==> src/rtl/btb_pkg.sv <==
package btb_pkg;
    typedef enum logic [1:0] {
        BK_COND = 2'd0,
        BK_JUMP = 2'd1,
        BK_CALL = 2'd2,
        BK_RET  = 2'd3
    } br_kind_e;

    typedef enum logic [1:0] {
        SRC_QUIET  = 2'd0,
        SRC_BYPASS = 2'd1,
        SRC_ARRAY  = 2'd2
    } rd_src_e;

    typedef enum logic {
        SLOT_EMPTY = 1'b0,
        SLOT_LIVE  = 1'b1
    } slot_state_e;
endpackage

==> src/rtl/btb_idx_split.sv <==
module btb_idx_split #(
    parameter int PC_W  = 32,
    parameter int IDX_W = 4,
    parameter int OFF_W = 3,
    localparam int TAG_W = PC_W - IDX_W - OFF_W
) (
    input  logic [PC_W-1:0]  pc,
    output logic [IDX_W-1:0] idx,
    output logic [TAG_W-1:0] tag
);
    assign idx = pc[OFF_W +: IDX_W];
    assign tag = pc[PC_W-1 -: TAG_W];
endmodule

==> src/rtl/btb_valid_bits.sv <==
module btb_valid_bits
    import btb_pkg::*;
#(
    parameter int IDX_W = 4,
    localparam int DEPTH = 1 << IDX_W
) (
    input  logic             clk,
    input  logic             rst_n,
    input  logic             flush,
    input  logic             set_en,
    input  logic [IDX_W-1:0] set_idx,
    input  logic             clr_en,
    input  logic [IDX_W-1:0] clr_idx,
    input  logic [IDX_W-1:0] rd_idx,
    output logic             rd_valid
);
    slot_state_e state_q [DEPTH];
    slot_state_e state_d [DEPTH];

    for (genvar g = 0; g < DEPTH; g++) begin : g_slot
        always_comb begin
            state_d[g] = state_q[g];
            unique case (state_q[g])
                SLOT_EMPTY: begin
                    if (!flush && set_en && set_idx == IDX_W'(g))
                        state_d[g] = SLOT_LIVE;
                end
                SLOT_LIVE: begin
                    if (flush)
                        state_d[g] = SLOT_EMPTY;
                    else if (set_en && set_idx == IDX_W'(g))
                        state_d[g] = SLOT_LIVE;
                    else if (clr_en && clr_idx == IDX_W'(g))
                        state_d[g] = SLOT_EMPTY;
                end
                default: state_d[g] = SLOT_EMPTY;
            endcase
        end

        always_ff @(posedge clk or negedge rst_n) begin
            if (!rst_n) state_q[g] <= SLOT_EMPTY;
            else        state_q[g] <= state_d[g];
        end
    end

    assign rd_valid = (state_q[rd_idx] == SLOT_LIVE);
endmodule

==> src/rtl/btb_entry_store.sv <==
module btb_entry_store #(
    parameter int IDX_W = 4,
    parameter int TAG_W = 25,
    parameter int TGT_W = 32,
    parameter int KIND_W = 2,
    localparam int DEPTH = 1 << IDX_W
) (
    input  logic              clk,
    input  logic              wr_en,
    input  logic [IDX_W-1:0]  wr_idx,
    input  logic [TAG_W-1:0]  wr_tag,
    input  logic [TGT_W-1:0]  wr_tgt,
    input  logic [KIND_W-1:0] wr_kind,
    input  logic [IDX_W-1:0]  rd_idx,
    output logic [TAG_W-1:0]  rd_tag,
    output logic [TGT_W-1:0]  rd_tgt,
    output logic [KIND_W-1:0] rd_kind
);
    logic [TAG_W-1:0]  tag_mem  [DEPTH];
    logic [TGT_W-1:0]  tgt_mem  [DEPTH];
    logic [KIND_W-1:0] kind_mem [DEPTH];

    always_ff @(posedge clk) begin
        if (wr_en) begin
            tag_mem[wr_idx]  <= wr_tag;
            tgt_mem[wr_idx]  <= wr_tgt;
            kind_mem[wr_idx] <= wr_kind;
        end
    end

    assign rd_tag  = tag_mem[rd_idx];
    assign rd_tgt  = tgt_mem[rd_idx];
    assign rd_kind = kind_mem[rd_idx];
endmodule

==> src/rtl/btb_top.sv <==
module btb_top
    import btb_pkg::*;
#(
    parameter int PC_W  = 32,
    parameter int IDX_W = 4,
    parameter int OFF_W = 3
) (
    input  logic            clk,
    input  logic            rst_n,
    input  logic            flush,
    input  logic [PC_W-1:0] rd_pc,
    output logic            rd_hit,
    output logic [PC_W-1:0] rd_target,
    output logic [1:0]      rd_kind,
    input  logic            upd_en,
    input  logic [PC_W-1:0] upd_pc,
    input  logic [PC_W-1:0] upd_target,
    input  logic [1:0]      upd_kind,
    input  logic            inv_en,
    input  logic [PC_W-1:0] inv_pc
);
    localparam int TAG_W = PC_W - IDX_W - OFF_W;

    logic [IDX_W-1:0] rd_idx, upd_idx, inv_idx;
    logic [TAG_W-1:0] rd_tag, upd_tag, inv_tag_unused;
    logic [TAG_W-1:0] st_tag;
    logic [PC_W-1:0]  st_tgt;
    logic [1:0]       st_kind;
    logic             st_valid;
    logic             wr_ok;
    logic             bypass, killed;
    rd_src_e          src;

    btb_idx_split #(.PC_W(PC_W), .IDX_W(IDX_W), .OFF_W(OFF_W)) u_split_rd (
        .pc(rd_pc), .idx(rd_idx), .tag(rd_tag));
    btb_idx_split #(.PC_W(PC_W), .IDX_W(IDX_W), .OFF_W(OFF_W)) u_split_upd (
        .pc(upd_pc), .idx(upd_idx), .tag(upd_tag));
    btb_idx_split #(.PC_W(PC_W), .IDX_W(IDX_W), .OFF_W(OFF_W)) u_split_inv (
        .pc(inv_pc), .idx(inv_idx), .tag(inv_tag_unused));

    assign wr_ok = upd_en && !flush;

    btb_valid_bits #(.IDX_W(IDX_W)) u_valid (
        .clk(clk), .rst_n(rst_n), .flush(flush),
        .set_en(upd_en), .set_idx(upd_idx),
        .clr_en(inv_en), .clr_idx(inv_idx),
        .rd_idx(rd_idx), .rd_valid(st_valid));

    btb_entry_store #(.IDX_W(IDX_W), .TAG_W(TAG_W), .TGT_W(PC_W), .KIND_W(2)) u_store (
        .clk(clk), .wr_en(wr_ok), .wr_idx(upd_idx), .wr_tag(upd_tag),
        .wr_tgt(upd_target), .wr_kind(upd_kind),
        .rd_idx(rd_idx), .rd_tag(st_tag), .rd_tgt(st_tgt), .rd_kind(st_kind));

    assign bypass = wr_ok && (upd_idx == rd_idx);
    assign killed = inv_en && (inv_idx == rd_idx);

    always_comb begin
        if (flush)       src = SRC_QUIET;
        else if (bypass) src = SRC_BYPASS;
        else             src = SRC_ARRAY;
    end

    always_comb begin
        rd_hit    = 1'b0;
        rd_target = st_tgt;
        rd_kind   = st_kind;
        unique case (src)
            SRC_QUIET: begin
                rd_hit = 1'b0;
            end
            SRC_BYPASS: begin
                rd_hit    = (upd_tag == rd_tag);
                rd_target = upd_target;
                rd_kind   = upd_kind;
            end
            SRC_ARRAY: begin
                rd_hit = st_valid && !killed && (st_tag == rd_tag);
            end
            default: rd_hit = 1'b0;
        endcase
    end
endmodule

==> config.mk <==
export PLATFORM = sky130hd
export DESIGN_NAME = btb_top
export DESIGN_NICKNAME = d
export VERILOG_FILES = /design/src/rtl/btb_pkg.sv /design/src/rtl/btb_idx_split.sv /design/src/rtl/btb_valid_bits.sv /design/src/rtl/btb_entry_store.sv /design/src/rtl/btb_top.sv
export SDC_FILE = /design/constraint.sdc
export NUM_CORES = 1
export LEC_CHECK = 0
export BUFFER_PORTS_ARGS = -buffer_cell sky130_fd_sc_hd__buf_2
export CORE_MARGIN = 1.5
export CORE_UTILIZATION = 60
export CTS_CLUSTER_SIZE = 40
export DETAILED_ROUTE_END_ITERATION = 8
export PLACE_DENSITY_LB_ADDON = 0.15
export REMOVE_ABC_BUFFERS = 1
export SKIP_LAST_GASP = 1
export SLEW_MARGIN = 20
export SYNTH_ARGS = -nofsm -noshare
export SYNTH_HDL_FRONTEND = slang
export SYNTH_SLANG_ARGS = --single-unit
==> constraint.sdc <==
create_clock -name clk -period 2.9 [get_ports clk]
set_input_delay 0 -clock clk [delete_from_list [all_inputs] [get_ports clk]]
set_output_delay 0 -clock clk [all_outputs]
set_load 0.01 [all_outputs]
==> results.toml <==
[logic_synthesis]
synth_area_leaders = "edfxtp_1 (75%), mux4_2 (16%), mux2i_1 (1.2%)"
ys_warn_count = 0
async_flop_share_pct = 1.667
synth-edff-count = 944
ys_seq_area_share_pct = 76.12
synth_cell_types = 56
syn_area_per_cell_um2 = 22.78
synth_seq_cells = 960
yosysTopAreaCell = "edfxtp_1"
synth_top_area_share_pct = 75.06
netlist_area_um2 = 37760
synth_cells = 1658
synth_ff_type = "edfxtp_1"

[detailed_routing]
met3_length_um = 7378
post-route-drc-count = 0
num_vias = 18664
drtPass1Iterations = 7
wirelength_um = 87870
wl_met1_um = 34900
drtIter0Drc = 2284
wl_per_cell_um = 30.48
vias_per_cell = 6.474
ant_nets = 0
dr.max_layer_used = "met5"
wl_met2_um = 43790

[cells_and_area]
design_area_um2 = 44090
fill_cells = 3625
multi_input_area_um2 = 8745
syn2layout_area_growth_pct = 16.75
seqCellArea_um2 = 28750
nNetsFinal = 2099
stdcell_count = 2883
drive_gt1_share_pct = 34.43
final_util_pct = 71.19

[clocking]
h-tree-depth = 3
cts-root-buf = "clkbuf_16"
cts_tree = "yes"
cts_sinks = 960
clk_pin_slew_ps = 60
cts_buffers = 93
clockBufferDepth = 3
clk_latency_ps = 640

[worst_setup_path]
worstPathArrival_ps = 3320
critPathRequiredTime_ps = 2900
critical_path_class = "register to output port"
cp_max_fo = 2
critPathLaunchType = "register"
end_kind = "output port"

[timing]
setup_slack_ps = -421.1
slew_viol_final = 0
finalSetupViolCount = 1
skew_ps = 0
fmax_mhz = 301.1
period_minus_slack_ps = 3321
max-slew-margin-rel_pct = 48.38
worst_pin_slew_ps = 771.7
finalCritPeriodShare_pct = 114.5
rsz0062_at_grt = "true"
hold_viol = 0

[floorplanning]
die_h_um = 253.9
die_area_um2 = 64460
core_area_um2 = 61940
num_rows = 91
ioPinCount = 170
start_util_pct = 60.97
fp.dieW_um = 253.9

[power_and_ir_drop]
power_density_nw_per_um2 = 661.9
max-vdd-ir-drop_mv = 0.5301
power_leakage_nw = 14.31

[placed_design]
io_buffer_count = 135
place_congestion = 0.9395
dpl_worst_slack_ps = -53.93
hpwlAfterDp_um = 45680
dpl_cell_area_um2 = 40220
dpl.cell_count = 2628

[outcome]
status = "complete, but fails checks"
violations = "setup timing"

[grt]
grt_pass1_wl_um = 128200
grt_use_total_pct = 28.11
antenna_found_initial = 7
grt_overflow_total = 0
grt_max_degree = 65
grt_pass1_vias = 19376

[worst_hold_path]
hold_class = "input port to register"

[job]
max_cap_violations = 0
[state kept, by name (all words and copies together) (netlist names)]
signal	flops
u_store.kind_mem	32
u_valid.state_q	16
u_store.tgt_mem	512
u_store.tag_mem	400
[Yosys cell counts (all sizes together) (4+ instances only)]
| library cell | n |
|---|---|
| a21oi | 7 |
| a221oi | 6 |
| a22oi | 7 |
| a31o | 12 |
| a31oi | 4 |
| buf | 59 |
| clkbuf | 24 |
| dfrtp | 16 |
| edfxtp | 944 |
| inv | 7 |
| mux2 | 42 |
| mux2i | 45 |
| mux4 | 263 |
| nand2 | 21 |
| nand2b | 11 |
| nand3 | 7 |
| nand4 | 8 |
| nor2 | 34 |
| nor2b | 7 |
| nor3 | 7 |
| nor4 | 9 |
| o211ai | 4 |
| o21ai | 12 |
| o22ai | 6 |
| or2 | 6 |
| xnor2 | 21 |
| xor2 | 36 |
[cell type report]
type	instances	share of cell area (%)
clock inverter	61	1.254
multi-input combinational	607	19.83
antenna	4	0.02270
tap	837	2.375
sequential	960	65.20
inverter	8	0.06810
timing repair buffer	294	5.664
clock buffer	112	5.585
[routing by layer]
layer | GRT usage [%] | vias up
met3 | 5.214 | 138
met1 | 40.42 | 9920
li1 | - | 7681
met4 | 7.534 | 10
met5 | 0 | -
met2 | 45.20 | 915
[placed cells by master, fill, tap and decap left out, types with 16 or more instances in the layout]
cell type / synthesis / final
clkbuf_1: 24 / 16
nand2_1: 21 / 21
buf_2: 33 / 130
clkbuf_16: 0 / 96
buf_4: 5 / 51
mux2i_1: 45 / 41
nor2_1: 34 / 22
dfrtp_1: 16 / 16
xnor2_1: 21 / 21
dlygate4sd3_1: 0 / 77
buf_12: 0 / 32
clkinv_1: 1 / 19
edfxtp_1: 944 / 944
mux2_2: 39 / 39
xor2_1: 36 / 36
clkinv_2: 0 / 23
mux4_2: 263 / 263
[path summary, 6_finish.rpt]
check	slack (ps)	start	end	cells past startpoint
worst max register to register	1000	u_valid.state_q[6]	u_valid.state_q[6]	4
worst max-delay path	-420	u_store.tag_mem[3][1]	rd_hit	9
max in group asynchronous	1910	rst_n	u_valid.state_q[7]	3
worst min register to register	520	u_valid.state_q[2]	u_valid.state_q[2]	1
min in group asynchronous	510	rst_n	u_valid.state_q[15]	3
worst min-delay path	80	upd_pc[4]	u_store.tag_mem[12][22]	3
[repair_timing]
item / CTS / global route
setup buffers: 1 / 0
hold endpoints to repair: 976 / 0
pin swaps: 7 / 0
resized for setup: 11 / 0
setup endpoints to repair: 1 / 1
hold buffers: 77 / 0
[cells by family after synthesis]
group / count (synthesis) / synth area share, %
multiplexers: 350 / 18.13
buffers and inverters: 91 / 1.203
XOR/XNOR: 57 / 1.322
AND/OR/NAND/NOR: 118 / 1.597
flip-flops: 960 / 76.12
AO/OA/AOI/OAI: 82 / 1.627
[where the power goes]
group	switching (W)	total, W	leakage [nW]	internal [W]
logic	0.000984	0.00180	4.10	0.000813
clock network	0.00508	0.0119	1.48	0.00687
registers	0.0000415	0.0154	8.73	0.0154
total	0.00610	0.0292	14.3	0.0231
[critical path: stages, from the launching register on]
cell      delay, ps
edfxtp_1        340
mux4_2          240
mux2i_1         140
a221oi_1        640
a21oi_1         160
nor4_4          380
nand4_1         170
o41ai_2         320
buf_4           190
buf_6            90
[through the flow]
| step | power [W] | hold slack [ps] | setup TNS, ps |
|---|---|---|---|
| 4_1_cts | 0.02935 | 55.65 | -344.7 |
| 3_3_place_gp | 0.01737 | -78.32 | -1.780 |
| 3_5_place_dp | 0.01743 | -60.47 | -53.93 |
| 5_1_grt | 0.02996 | 75.86 | -467.1 |
| 2_1_floorplan | 0.01653 | -295.6 | -868640 |
| 6_report | 0.02918 | 81.91 | -421.1 |
Note: power is estimated with default switching activity, not from simulation.
